$ cat config.mk
export PLATFORM = sky130hd
export DESIGN_NAME = seg_oc_acc
export DESIGN_NICKNAME = d
export VERILOG_FILES = /design/src/rtl/seg_acc_pkg.sv /design/src/rtl/seg_acc_decode.sv /design/src/rtl/seg_acc_add.sv /design/src/rtl/seg_oc_acc.sv
export SDC_FILE = /design/constraint.sdc
export NUM_CORES = 1
export LEC_CHECK = 0
export ABC_AREA = 1
export BUFFER_PORTS_ARGS = -buffer_cell sky130_fd_sc_hd__buf_4
export CAP_MARGIN = 20
export CELL_PAD_IN_SITES_DETAIL_PLACEMENT = 0
export CELL_PAD_IN_SITES_GLOBAL_PLACEMENT = 1
export CORE_MARGIN = 1.5
export CORE_UTILIZATION = 42
export DETAILED_ROUTE_END_ITERATION = 8
export GPL_TIMING_DRIVEN = 0
export PLACE_DENSITY_LB_ADDON = 0.1
export SETUP_SLACK_MARGIN = 0.4
export SLEW_MARGIN = 0
export SYNTH_ARGS = -nofsm -noshare
export SYNTH_HDL_FRONTEND = slang
export SYNTH_HIERARCHICAL = 1
export SYNTH_SLANG_ARGS = --single-unit
export TNS_END_PERCENT = 5
$ cat constraint.sdc
create_clock -name clk_i -period 15.4 [get_ports clk_i]
set_clock_uncertainty 0.15 [all_clocks]
set_input_delay 0.77 -clock clk_i [delete_from_list [all_inputs] [get_ports clk_i]]
set_output_delay 0.77 -clock clk_i [all_outputs]
set_load 0.005 [all_outputs]
$ cat src/rtl/seg_acc_pkg.sv
package seg_acc_pkg;
  // per-bit slice position flags
  typedef struct packed {
    logic first;  // lowest bit of its slice
    logic last;   // highest bit of its slice
  } bit_role_t;
endpackage

$ cat src/rtl/seg_acc_decode.sv
module seg_acc_decode
  import seg_acc_pkg::*;
#(
  parameter int unsigned W = 7,
  localparam int unsigned KW = $clog2(W + 1)
) (
  input  logic [W-1:0] sel_i,
  output bit_role_t    role_o [W]
);
  logic [KW-1:0] k_len;
  logic [KW-1:0] k_m1;

  // lowest set bit wins; none set selects one full-width slice
  always_comb begin
    k_len = KW'(W);
    for (int j = W - 1; j >= 0; j--) begin
      if (sel_i[j]) k_len = KW'(j + 1);
    end
  end

  assign k_m1 = k_len - 1'b1;

  always_comb begin
    logic [KW-1:0] pos;
    pos = '0;
    for (int i = 0; i < W; i++) begin
      role_o[i].first = (pos == '0);
      role_o[i].last  = (pos == k_m1) || (i == W - 1);
      pos = (pos == k_m1) ? '0 : pos + 1'b1;
    end
  end
endmodule

$ cat src/rtl/seg_acc_add.sv
module seg_acc_add
  import seg_acc_pkg::*;
#(
  parameter int unsigned W = 7
) (
  input  logic [W-1:0] a_i,
  input  logic [W-1:0] b_i,
  input  bit_role_t    role_i [W],
  output logic [W-1:0] sum_o
);
  logic [W-1:0] raw_sum;
  logic [W-1:0] raw_co;
  logic [W-1:0] wrap_c;
  logic [W-1:0] p;
  logic [W-1:0] g;

  genvar gi;
  generate
    for (gi = 0; gi < W; gi++) begin : g_pg
      assign p[gi] = a_i[gi] ^ b_i[gi];
      assign g[gi] = a_i[gi] & b_i[gi];
    end
  endgenerate

  // pass 1: ripple, carry killed at each slice start
  always_comb begin
    logic c;
    c = 1'b0;
    for (int i = 0; i < W; i++) begin
      if (role_i[i].first) c = 1'b0;
      raw_sum[i] = p[i] ^ c;
      raw_co[i]  = g[i] | (p[i] & c);
      c = raw_co[i];
    end
  end

  // pass 2: broadcast each slice's top carry down to its bits
  always_comb begin
    logic e;
    e = 1'b0;
    for (int i = W - 1; i >= 0; i--) begin
      if (role_i[i].last) e = raw_co[i];
      wrap_c[i] = e;
    end
  end

  // pass 3: end-around increment; cannot overflow the slice again
  always_comb begin
    logic c;
    c = 1'b0;
    for (int i = 0; i < W; i++) begin
      if (role_i[i].first) c = wrap_c[i];
      sum_o[i] = raw_sum[i] ^ c;
      c = raw_sum[i] & c;
    end
  end
endmodule

$ cat src/rtl/seg_oc_acc.sv
module seg_oc_acc
  import seg_acc_pkg::*;
#(
  parameter int unsigned W = 7
) (
  input  logic         clk_i,
  input  logic         rst_ni,
  input  logic         en_i,
  input  logic         clr_i,
  input  logic [W-1:0] seg_sel_i,
  input  logic [W-1:0] addend_i,
  output logic [W-1:0] acc_o
);
  bit_role_t    role [W];
  logic [W-1:0] acc_q;
  logic [W-1:0] acc_d;

  seg_acc_decode #(.W(W)) u_decode (
    .sel_i  (seg_sel_i),
    .role_o (role)
  );

  seg_acc_add #(.W(W)) u_add (
    .a_i    (acc_q),
    .b_i    (addend_i),
    .role_i (role),
    .sum_o  (acc_d)
  );

  always_ff @(posedge clk_i or negedge rst_ni) begin
    if (!rst_ni)     acc_q <= '0;
    else if (clr_i)  acc_q <= '0;
    else if (en_i)   acc_q <= acc_d;
  end

  assign acc_o = acc_q;
endmodule

### After elaboration in Yosys (flattened, before gate mapping)

Index checks and enable logic that the tools add are counted.

* flip-flop bits (word level): 7
* output and inout port bits: 7
* logic and storage cells: 97
* input bits: 18

* multiplexer cells: 32
* reduce and logical (&&, ||, !) cells: 8
* eq/ne operators: 5
* add/sub/neg operators: 6
* bitwise logic cells: 45

Operators by type and width (count)
* 3-bit two-way mux: 10
* 3-bit zero test: 7
* 1-bit two-way mux: 20
* 1-bit bitwise XOR: 20
* 1-bit bitwise AND: 19
* 3-bit by 1-bit adder with 3-bit output, second input constant: 5
* 3-bit == test: 5
* 7-bit two-way mux: 2
* 1-bit OR: 6
* 3-bit by 1-bit subtractor with 3-bit output, second input constant: 1
* 2-bit nonzero test: 1

### Longest topological paths before layout

* word-level depth: 49
* mapped depth: 58
* mapped depth without buffers: 58

### Hierarchy

The synthesis kept the hierarchy.

Modules (own cells, without submodules)
* seg_acc_add: sequential area each 0.0 um2, times used 1, area each 494.2 um2, cells an instance 72
* seg_acc_decode: sequential area each 0.0 um2, times used 1, area each 405.4 um2, cells an instance 65
* seg_oc_acc: sequential area each 175.2 um2, times used 1, area each 297.8 um2, cells an instance 31

### Least setup slack after synthesis

OpenSTA, ideal clock, no wires.

* path type: input-to-reg
* from: input seg_sel_i[4]
* to: register acc_q[6], in the netlist acc_o[6]
* stages: 55
* data required time: 15185 ps
* path buffers: 0
* setup slack: 7561 ps
* data arrival time: 7624 ps
* setup time: 65 ps
* path through: inv_1 -> nand2_1 -> nand2_1 -> nand2_1 -> nand2_1 -> nand2_4 -> inv_1 -> ha_1 -> inv_1 -> nand3_2 -> nand2_4 -> nor2_2 -> inv_1 -> nand2_1 -> fa_1 -> or2_2 -> fa_1 -> or2_2 -> [... 19 more ...] -> ha_1 -> nor2_1 -> a31oi_1 -> ha_1 -> nor2_1 -> a21oi_1 -> ha_1 -> nor2_1 -> a31oi_1 -> ha_1 -> nand2_1 -> nand2_1 -> ha_1 -> nor2_1 -> a21oi_1 -> xor2_1 -> nand3_1 -> nand2_1

RTL lines
* from (decl): line seg_oc_acc.sv:10 `input logic [W-1:0] seg_sel_i,`
* to (signal assigned): line seg_oc_acc.sv:31 `if (!rst_ni) acc_q <= '0;`
* to (signal assigned): line seg_oc_acc.sv:32 `else if (clr_i) acc_q <= '0;`
* to (signal assigned): line seg_oc_acc.sv:33 `else if (en_i) acc_q <= acc_d;`
* to (decl): line seg_oc_acc.sv:15 `logic [W-1:0] acc_q;`

==> summary.md <==
| Metric | Value |
|---|---|
| Origin of the critical flop-to-flop path | acc_o[0] |
| Maximum vdd ir drop | ~58 uV |
| RSZ-0062 raised after global routing | no |
| Register bit count reported by yosys | 7 |
| Synth warn | 6 |
| Clock sinks | 7 |
| Vias post-DR | approximately 1.1k |
| Critical R2R Capture | acc_o[6] |
| Peak fanout along the critical path | 11 |
| Vias in the first global route | 983 |
| Crit. Startpoint | seg_sel_i[5] |
| DP Cell Count | ~220 |
| Clock transition at path regs | 50 ps |
| Layout cells sized above 1 | between 30% and 40% |
| Area of the multi-input gates | just over 800 um2 |
| Hold Path Class | in -> async |
| Crit path largest cell delay | 390 ps |
| Clock latency at the later pin of the worst-skew pair | between 200 and 250 ps |
| Detailed Place HPWL | around 1900 um |
| Run status | finished, final reports clean |
| Cells after synthesis | approximately 170 |
| Tot GR Track Use | about 15% |
| Pwr Density | just over 80 nW/um2 |
| Initial Util | between 40% and 50% |
| Max reg flops | 7 |
| Part of the cycle the worst path needs | approximately 54% |
| # fillers | 273 |
| CP Data Required Time | roughly 15000 ps |
| Hold Buf Count CTS | 0 |
| Area delta synth->final | 19.5% |
| Max Slew Vio Count | 0 |
| DR vias/cell | ~4.6 |
| WS Path Type | in -> reg |
| GRT overflow | 0 |
| Leak | a little over 0.8 nW |
| Number of cells on the worst reg-to-reg path | between 40 and 50 |
| Seq. cell area | 175 um2 |
| CP Capture Point | acc_o[6] |
| CTS tree | done |
| Sequential element share of the synthesized area | between 10% and 20% |
| Startpoint class of the critical path | primary input |
| Post-DR wirelength/cell | between 9 and 10 um |
| Final hold vios | 0 |
| Routed Antenna Nets | 0 |
| Post-CTS setup buffers | 0 |
| Fmax | roughly 120 MHz |
| Non-filler cells, final | ~230 |
| Crit. End Element | register |
| Clock Tree Buf Depth | 2 |
| Cts repair resizes | 0 |
| CP arrival | 8330 ps |
| Setup-failing EPs final | 0 |
| Initial DRC count | 32 |
| Reg2Reg Setup Slack | approximately 8400 ps |
| Most frequent CP cell | nand2_1 |
| Cell area after synthesis | 1200 um2 |
| Max cap viols | 0 |
| DRC errors left | 0 |
| CTS H-tree lvls | 1 |
| Global-route wire length before repair | 4000 um |
| CORE AREA | 2730 um2 |
| Die area | 3180 um2 |
| Placer Congestion | ~0.75 |
| Clk root buf | clkbuf_4 |
| Min cycle time layout | ~8300 ps |
| PortBufs | 22 |
| Total Wirelength | ~2100 um |
| Critical path's slowest cell | fa_1 |
| FP Rows | 19 |
| Post-synthesis area per instance | around 7.1 um2 |
| Initial antenna violation count | 0 |
| Chip width | ~56 um |
| Setup Total Neg Slack | 0 ps |
| Final #Nets | 233 |
| Total CTS buffers | 3 |
| Die Height | roughly 56 um |
| Netlist cell types | 29 |
| Largest net degree at the start of global routing | 12 |
| Most frequent cells in the layout | 37 x nand2_1, 37 x inv_1, 27 x buf_4 |
| Router iterations before antenna repair | 4 |
| Diodes inserted | 0 |
| Top Ports | 25 |
-- layer usage --
layer / wire (um) / track usage (%)
met5: 0 / 0
met4: 0 / 3.06
met3: 61 / 1.84
met2: 1040 / 26.1
met1: 1030 / 21.1
-- logic make-up after synthesis --
family,count (synthesis),synth area share [%]
buffers and inverters,47,16.9
XOR/XNOR,2,1.46
AO/OA/AOI/OAI,17,9.30
adder cells (fa/ha/maj),19,23.6
AND/OR/NAND/NOR,75,33.8
flip-flops,7,14.6
other,1,0.313
-- through the flow --
step | utilization [%] | cell area [um2] | setup slack (ps) | hold WS [ps] | power (W)
detailed placement | 51.4 | 1410 | 6790 | 345 | 0.000101
CTS | 52.4 | 1430 | 7030 | 168 | 0.000119
floorplan | - | 1200 | 7560 | 324 | 0.0000799
global route | 52.4 | 1430 | 6380 | 167 | 0.000132
global placement | 51.4 | 1410 | 6870 | 342 | 0.000101
finish | 52.4 | 1430 | 7100 | 175 | 0.000116
-- power breakdown --
part	switching, W	leakage, nW	internal (W)	total [W]
sequential	0.00000384	0.0931	0.0000228	0.0000267
clock	0.00000632	0.0150	0.00000986	0.0000162
combinational	0.0000394	0.718	0.0000335	0.0000730
-- how the worst min path moves through the flow --
stage,start,to,slack [ps],depth (start not counted)
final,rst_ni,acc_o[0],170,1
after global routing,rst_ni,acc_o[0],170,1
after CTS,rst_ni,acc_o[0],170,1
after detailed placement,acc_o[1],acc_o[1],340,2
after global placement,acc_o[5],acc_o[5],340,2
after floorplan,rst_ni,acc_o[0],320,0
-- cells in the mapped netlist --
cell type  instances  share of area (%)
o21ai_0            2               0.84
nand2_2            5                2.6
ha_1              13                 14
a21oi_1            4                1.7
nor2_2             1               0.52
nor2_1             7                2.2
dfrtp_1            7                 15
xor2_1             1               0.73
inv_1             37                 12
conb_1             1               0.31
buf_6              1               0.94
inv_2              4                1.3
buf_4              5                3.1
o21ai_1            2               0.84
a31oi_1            3                1.6
nand3_2            5                4.2
a21oi_2            1               0.73
a211oi_1           1               0.63
nand2_4            3                2.8
xnor2_1            1               0.73
nand3_1           10                4.2
a31oi_2            1                1.0
nand2_1           37                 12
nor2_4             2                1.9
o21ai_2            1               0.73
nor2_8             1                1.7
o211ai_1           2                1.3
fa_1               6                 10
or2_2              4                2.1
-- worst max-delay path: cells and delay by family --
kind | cells | cell delay [ps]
AOI/OAI and AO/OA | 6 | 750
and+or+nand+nor | 30 | 2910
adders and majority gates | 13 | 3250
xor gates and xnor gates | 1 | 150
buffers and inverters | 5 | 470
-- cell type report --
class / instances / area share, %
buffer: 6 / 3.41
sequential: 7 / 12.2
timing repair buffer: 22 / 11.5
tap: 31 / 2.71
inverter: 41 / 10.8
multi-input combinational: 115 / 57.5
clock buffer: 4 / 1.84
Power figures use the tool's default switching activity.
